**src/rtl/gpio_pinmux.sv**
```systemverilog
module gpio_pinmux #(
  parameter int NPINS = 32,
  parameter int AW    = 3
) (
  input  logic             clk,
  input  logic             rst_n,
  input  logic [AW-1:0]    bus_addr,
  input  logic             bus_we,
  input  logic [NPINS-1:0] bus_wdata,
  output logic [NPINS-1:0] bus_rdata,
  input  logic [NPINS-1:0] tst_set,
  input  logic [NPINS-1:0] tst_clr,
  input  logic [NPINS-1:0] tst_tgl,
  input  logic [NPINS-1:0] p1_out,
  input  logic [NPINS-1:0] p1_oe,
  output logic [NPINS-1:0] p1_in,
  input  logic [NPINS-1:0] p2_out,
  input  logic [NPINS-1:0] p2_oe,
  output logic [NPINS-1:0] p2_in,
  input  logic [NPINS-1:0] p3_out,
  input  logic [NPINS-1:0] p3_oe,
  output logic [NPINS-1:0] p3_in,
  input  logic [NPINS-1:0] pad_in,
  output logic [NPINS-1:0] pad_out,
  output logic [NPINS-1:0] pad_oe,
  output logic [NPINS-1:0] pad_pue
);

  localparam logic [AW-1:0] A_SELLO = AW'(0);
  localparam logic [AW-1:0] A_SELHI = AW'(1);
  localparam logic [AW-1:0] A_DIR   = AW'(2);
  localparam logic [AW-1:0] A_DAT   = AW'(3);
  localparam logic [AW-1:0] A_SET   = AW'(4);
  localparam logic [AW-1:0] A_CLR   = AW'(5);
  localparam logic [AW-1:0] A_TGL   = AW'(6);
  localparam logic [AW-1:0] A_PUE   = AW'(7);

  logic [NPINS-1:0] sel_lo, sel_hi, dir_q, lat_q, pue_q, sync1, sync2;
  logic [NPINS-1:0] set_v, clr_v, tgl_v, base, lat_d;
  logic [2*NPINS-1:0] sel_all;

  assign sel_all = {sel_hi, sel_lo};

  assign set_v = tst_set | ((bus_we && bus_addr == A_SET) ? bus_wdata : '0);
  assign clr_v = tst_clr | ((bus_we && bus_addr == A_CLR) ? bus_wdata : '0);
  assign tgl_v = tst_tgl | ((bus_we && bus_addr == A_TGL) ? bus_wdata : '0);
  assign base  = (bus_we && bus_addr == A_DAT) ? bus_wdata : lat_q;
  assign lat_d = (((base & ~tgl_v) | (~lat_q & tgl_v)) | set_v) & ~clr_v;

  always_ff @(posedge clk or negedge rst_n) begin
    if (!rst_n) begin
      sel_lo <= '0;
      sel_hi <= '0;
      dir_q  <= '0;
      lat_q  <= '0;
      pue_q  <= '1;
      sync1  <= '0;
      sync2  <= '0;
    end else begin
      sync1 <= pad_in;
      sync2 <= sync1;
      lat_q <= lat_d;
      if (bus_we) begin
        case (bus_addr)
          A_SELLO: sel_lo <= bus_wdata;
          A_SELHI: sel_hi <= bus_wdata;
          A_DIR:   dir_q  <= bus_wdata;
          A_PUE:   pue_q  <= bus_wdata;
          default: ;
        endcase
      end
    end
  end

  always_comb begin
    case (bus_addr)
      A_SELLO: bus_rdata = sel_lo;
      A_SELHI: bus_rdata = sel_hi;
      A_DIR:   bus_rdata = dir_q;
      A_DAT:   bus_rdata = sync2;
      A_PUE:   bus_rdata = pue_q;
      default: bus_rdata = '0;
    endcase
  end

  assign p1_in   = sync2;
  assign p2_in   = sync2;
  assign p3_in   = sync2;
  assign pad_pue = pue_q;

  for (genvar i = 0; i < NPINS; i++) begin : g_pin
    logic [1:0] sel;
    assign sel = sel_all[2*i +: 2];
    assign pad_out[i] = (sel == 2'd0) ? lat_q[i] : (sel == 2'd1) ? p1_out[i] :
                        (sel == 2'd2) ? p2_out[i] : p3_out[i];
    assign pad_oe[i]  = (sel == 2'd0) ? dir_q[i] : (sel == 2'd1) ? p1_oe[i] :
                        (sel == 2'd2) ? p2_oe[i] : p3_oe[i];
  end

  logic [1:0] age;
  always_ff @(posedge clk or negedge rst_n) begin
    if (!rst_n) age <= '0;
    else if (age != 2'd3) age <= age + 2'd1;
  end

  logic no_tst;
  assign no_tst = ~|{tst_set, tst_clr, tst_tgl};

  assert_sync_two_edges_R4: assert property (@(posedge clk) disable iff (!rst_n)
    (age == 2'd3) |-> (p1_in == $past(pad_in, 2)));

  assert_set_strobe_R6: assert property (@(posedge clk) disable iff (!rst_n)
    (bus_we && bus_addr == A_SET && no_tst) |=> (lat_q == ($past(lat_q) | $past(bus_wdata))));

  assert_clr_strobe_R6: assert property (@(posedge clk) disable iff (!rst_n)
    (bus_we && bus_addr == A_CLR && no_tst) |=> (lat_q == ($past(lat_q) & ~$past(bus_wdata))));

  assert_tgl_strobe_R6: assert property (@(posedge clk) disable iff (!rst_n)
    (bus_we && bus_addr == A_TGL && no_tst) |=> (lat_q == ($past(lat_q) ^ $past(bus_wdata))));

  assert_clr_wins_R7: assert property (@(posedge clk) disable iff (!rst_n)
    (|tst_clr) |=> ((lat_q & $past(tst_clr)) == '0));

  assert_set_over_tgl_R7: assert property (@(posedge clk) disable iff (!rst_n)
    (|(tst_set & ~tst_clr)) |=> ((lat_q & $past(tst_set & ~tst_clr)) == $past(tst_set & ~tst_clr)));

endmodule

```
**config.mk**
```make
export PLATFORM = sky130hd
export DESIGN_NAME = gpio_pinmux
export DESIGN_NICKNAME = d
export VERILOG_FILES = /design/src/rtl/gpio_pinmux.sv
export SDC_FILE = /design/constraint.sdc
export NUM_CORES = 1
export LEC_CHECK = 0
export BUFFER_PORTS_ARGS = -buffer_cell sky130_fd_sc_hd__clkbuf_2
export CORE_AREA = 8 8 219 221
export DETAILED_ROUTE_END_ITERATION = 12
export DIE_AREA = 0 0 227 229
export GPL_TIMING_DRIVEN = 0
export PLACE_DENSITY = 0.57
export RECOVER_POWER = 50
export SETUP_SLACK_MARGIN = 0.05
export SLEW_MARGIN = 20
export SYNTH_ARGS = -nofsm -noshare
export SYNTH_HDL_FRONTEND = slang
export SYNTH_SLANG_ARGS = --single-unit
```
**constraint.sdc**
```tcl
create_clock -name clk -period 2.05 [get_ports clk]
set_clock_uncertainty 0.2 [all_clocks]
set_input_delay 0 -clock clk [delete_from_list [all_inputs] [get_ports clk]]
set_output_delay 0 -clock clk [all_outputs]
set_load 0.005 [all_outputs]
```
==> qor.csv <==
stage,metric,value,unit
sta,finalCritPeriodShare,96.01,%
clocking,insertion_delay,0.56,ns
routing,routed_via_density,4.965,
placed_design,placed_cells,2180,
global_routing,grt_antenna_before_repair,4,
worst_setup_path,critPathMaxFanout,4,
worst_setup_path,timing.rr.end,lat_q[14],
logic_synthesis,synth_top_area_share,38.74,%
floorplanning,rows,78,
layout,final_cells,2458,
sta,setup_viol,0,
placed_design,place_congestion,0.8799,
global_routing,grt_pass1_vias,13140,
worst_setup_path,rr_startpoint,lat_q[14],
sta,rsz0062_at_grt,true,
layout,final_cell_mix,"clkbuf_2, dlygate4sd3_1, dfrtp_1",
floorplanning,core_area,44700,sq um
layout,nets,2191,
floorplanning,start_util,27.75,%
floorplanning,ios,582,
clocking,clkSinkCount,224,
global_routing,grt-ovfl-total,0,
outcome,status,"complete, no violations",
logic_synthesis,ys_ff_latch,224,
routing,totalWireLength,61.44,mm
clocking,clock_path_buffers,3,
global_routing,grt_usage,22.77,%
worst_setup_path,cp.arrival,1.77,ns
logic_synthesis,synthTopCellsByArea,"dfrtp_1, mux4_2, mux2_2, dfstp_2, mux2i_1",
power,power,15350,uW
worst_setup_path,reg2reg_depth,5,
worst_setup_path,critical-path-slowest-cell,mux4_2,
floorplanning,dieArea,51980,sq um
layout,syn2layout_area_growth,55.98,%
global_routing,grt_max_degree,88,
clocking,clkTransAtPathRegs,0.06,ns
sta,slew_headroom,36.79,%
routing,postRouteAntennaNets,0,
placed_design,post-dp-hpwl,47.39,mm
floorplanning,die_h,229,um
logic_synthesis,synth_nets,1356,
worst_setup_path,r2r_slack,0.12,ns
logic_synthesis,ys_seq_area_share,45.52,%
worst_setup_path,startpoint_type,flip-flop,
worst_hold_path,min_from,bus_we,
logic_synthesis,yosysUniqueCellTypes,32,
sta,fmax,508.1,MHz
worst_setup_path,endpoint_kind,output pin,
global_routing,grt_pass1_wl,88.45,mm
sta,worst_pin_slew,0.9482,ns
clocking,h-tree-depth,1,
clocking,clock-root-buffer,clkbuf_16,
layout,layout-drive-gt1-share,52.32,%
routing,wl_per_cell,24.99,um
power,powerDensity,793.6,nW/um^2
worst_hold_path,hold_path_depth,4,
sta,min_period,1.968,ns
clocking,cts_inserted_buffers,29,
worst_setup_path,required,1.85,ns
power,vdd_drop_max,0.5817,mV
sta,fin_setup_tns,0,ns
logic_synthesis,synth_warnings,0,
sta,final-hold-violation-count,0,
worst_setup_path,max_stage_delay,0.58,ns
logic_synthesis,synth_area,12400,sq um
sta,maxSlewViolCount,0,
sta,whs,0.03690,ns
routing,drc,0,
power,p_leak,0.008996,uW
run,cap_violations,0,
logic_synthesis,synth_top_area_cell,dfrtp_1,
worst_hold_path,hold_end,pad_pue[0],
floorplanning,dieWidth,227,um
routing,first_pass_iters,5,
worst_hold_path,hold_class,input port to flip-flop,
worst_setup_path,crit_chain,"mux4_2, buf_6",
logic_synthesis,avgSynthCellArea,12.43,sq um
routing,dr.first_iter.drc_count,765,
logic_synthesis,postSynthCellCount,998,
placed_design,io_buffer_count,580,
routing,via_count,12200,
clocking,cts_tree,yes,
layout,fill_cells,4229,
worst_setup_path,worst-setup-path-type,flip-flop to output pin,
layout,final_common_cell,clkbuf_2,
[timing repair]
item	in CTS	in global routing
endpoints found under the hold margin	390	0
pin swaps	0	1
hold buffers	214	0
setup buffers	1	7
gates resized for setup	18	32
setup endpoints to repair	34	54
[per-layer routing]
metal  vias up  global-route usage, %  share of wire, %  wire (um)
li1       5433                      -                 -          -
met1      6168                  28.81                41      25330
met5         -                      0             0.021         13
met2       509                  39.18                49      30150
met4         2                  5.815               3.0       1817
met3        92                  4.601               6.7       4123
[how the worst max path moves through the flow]
stage / depth (start not counted) / endpoint / start
2_1_floorplan: 5 / sel_hi[21] / bus_addr[1]
3_3_place_gp: 1 / p1_in[17] / rst_n
3_5_place_dp: 6 / pad_pue[12] / bus_addr[0]
4_1_cts: 2 / pad_oe[13] / sel_lo[27]
5_1_grt: 7 / lat_q[25] / bus_addr[0]
6_report: 2 / pad_oe[13] / sel_lo[27]
[state kept, by name (all words and copies together) (netlist names)]
| name | flops |
|---|---|
| sync1 | 32 |
| p1_in | 32 |
| sel_hi | 32 |
| pad_pue | 32 |
| sel_lo | 32 |
| dir_q | 32 |
| lat_q | 32 |
[Yosys cell counts]
| cell | instances |
|---|---|
| a21oi_1 | 32 |
| nand2b_1 | 64 |
| nand3_1 | 32 |
| mux2_2 | 84 |
| inv_1 | 33 |
| nand2b_4 | 1 |
| a221oi_1 | 2 |
| nand4_1 | 2 |
| o2bb2ai_1 | 31 |
| or2_1 | 1 |
| o221ai_1 | 32 |
| o311ai_0 | 1 |
| o311ai_1 | 31 |
| buf_6 | 3 |
| xnor2_1 | 1 |
| buf_4 | 70 |
| nor3b_2 | 2 |
| mux2_1 | 12 |
| mux4_2 | 65 |
| mux2i_1 | 62 |
| o21ai_0 | 64 |
| buf_2 | 26 |
| a221oi_2 | 30 |
| nor2_1 | 1 |
| buf_1 | 2 |
| and2_1 | 1 |
| nor2_2 | 3 |
| dfstp_2 | 32 |
| nand2_1 | 65 |
| and4b_1 | 2 |
| clkbuf_1 | 19 |
| dfrtp_1 | 192 |
[cell type report]
cell class / count / area, sq um / share of cell area (%)
sequential: 224 / 5674 / 29.33
clock buffer: 46 / 879.6 / 4.547
tap: 600 / 750.7 / 3.880
multi-input combinational: 621 / 5928 / 30.64
inverter: 33 / 123.9 / 0.6403
buffer: 120 / 784.5 / 4.055
antenna: 2 / 5.005 / 0.02587
clock inverter: 8 / 50.05 / 0.2587
timing repair buffer: 804 / 5150 / 26.62
[cell families (layout without fill, tap and decap cells)]
| logic type | after synthesis | count (layout) | share of synthesized area, % |
|---|---|---|---|
| DFF | 224 | 224 | 45.52 |
| xor gates and xnor gates | 1 | 1 | 0.07063 |
| buffers and inverters | 153 | 1011 | 7.193 |
| AOI/OAI and AO/OA | 223 | 223 | 14.35 |
| muxes | 223 | 223 | 25.52 |
| other | 0 | 2 | 0 |
| and+or+nand+nor | 174 | 174 | 7.344 |
[worst max-delay path, delay by kind of cell, from the launching register on]
kind,cells,cell delay [ns]
muxes,1,0.58
DFF,1,0.47
buffers and inverters,1,0.15
[power by group]
part           internal (uW)  total [uW]  switching, uW
clock                   2930        4970           2050
combinational           2420        4140           1720
sequential              5190        6240           1050
[per-stage QoR]
stage	instance area [sq um]	setup slack, ns	util, %
5_1_grt	19340	-0.02154	43.28
3_5_place_dp	16120	-0.2736	36.07
6_report	19350	0.08180	43.28
4_1_cts	19230	0.03600	43.02
3_3_place_gp	16060	-4.041	35.92
2_1_floorplan	12400	0.5906	-
(Power assumes the default switching activity.)
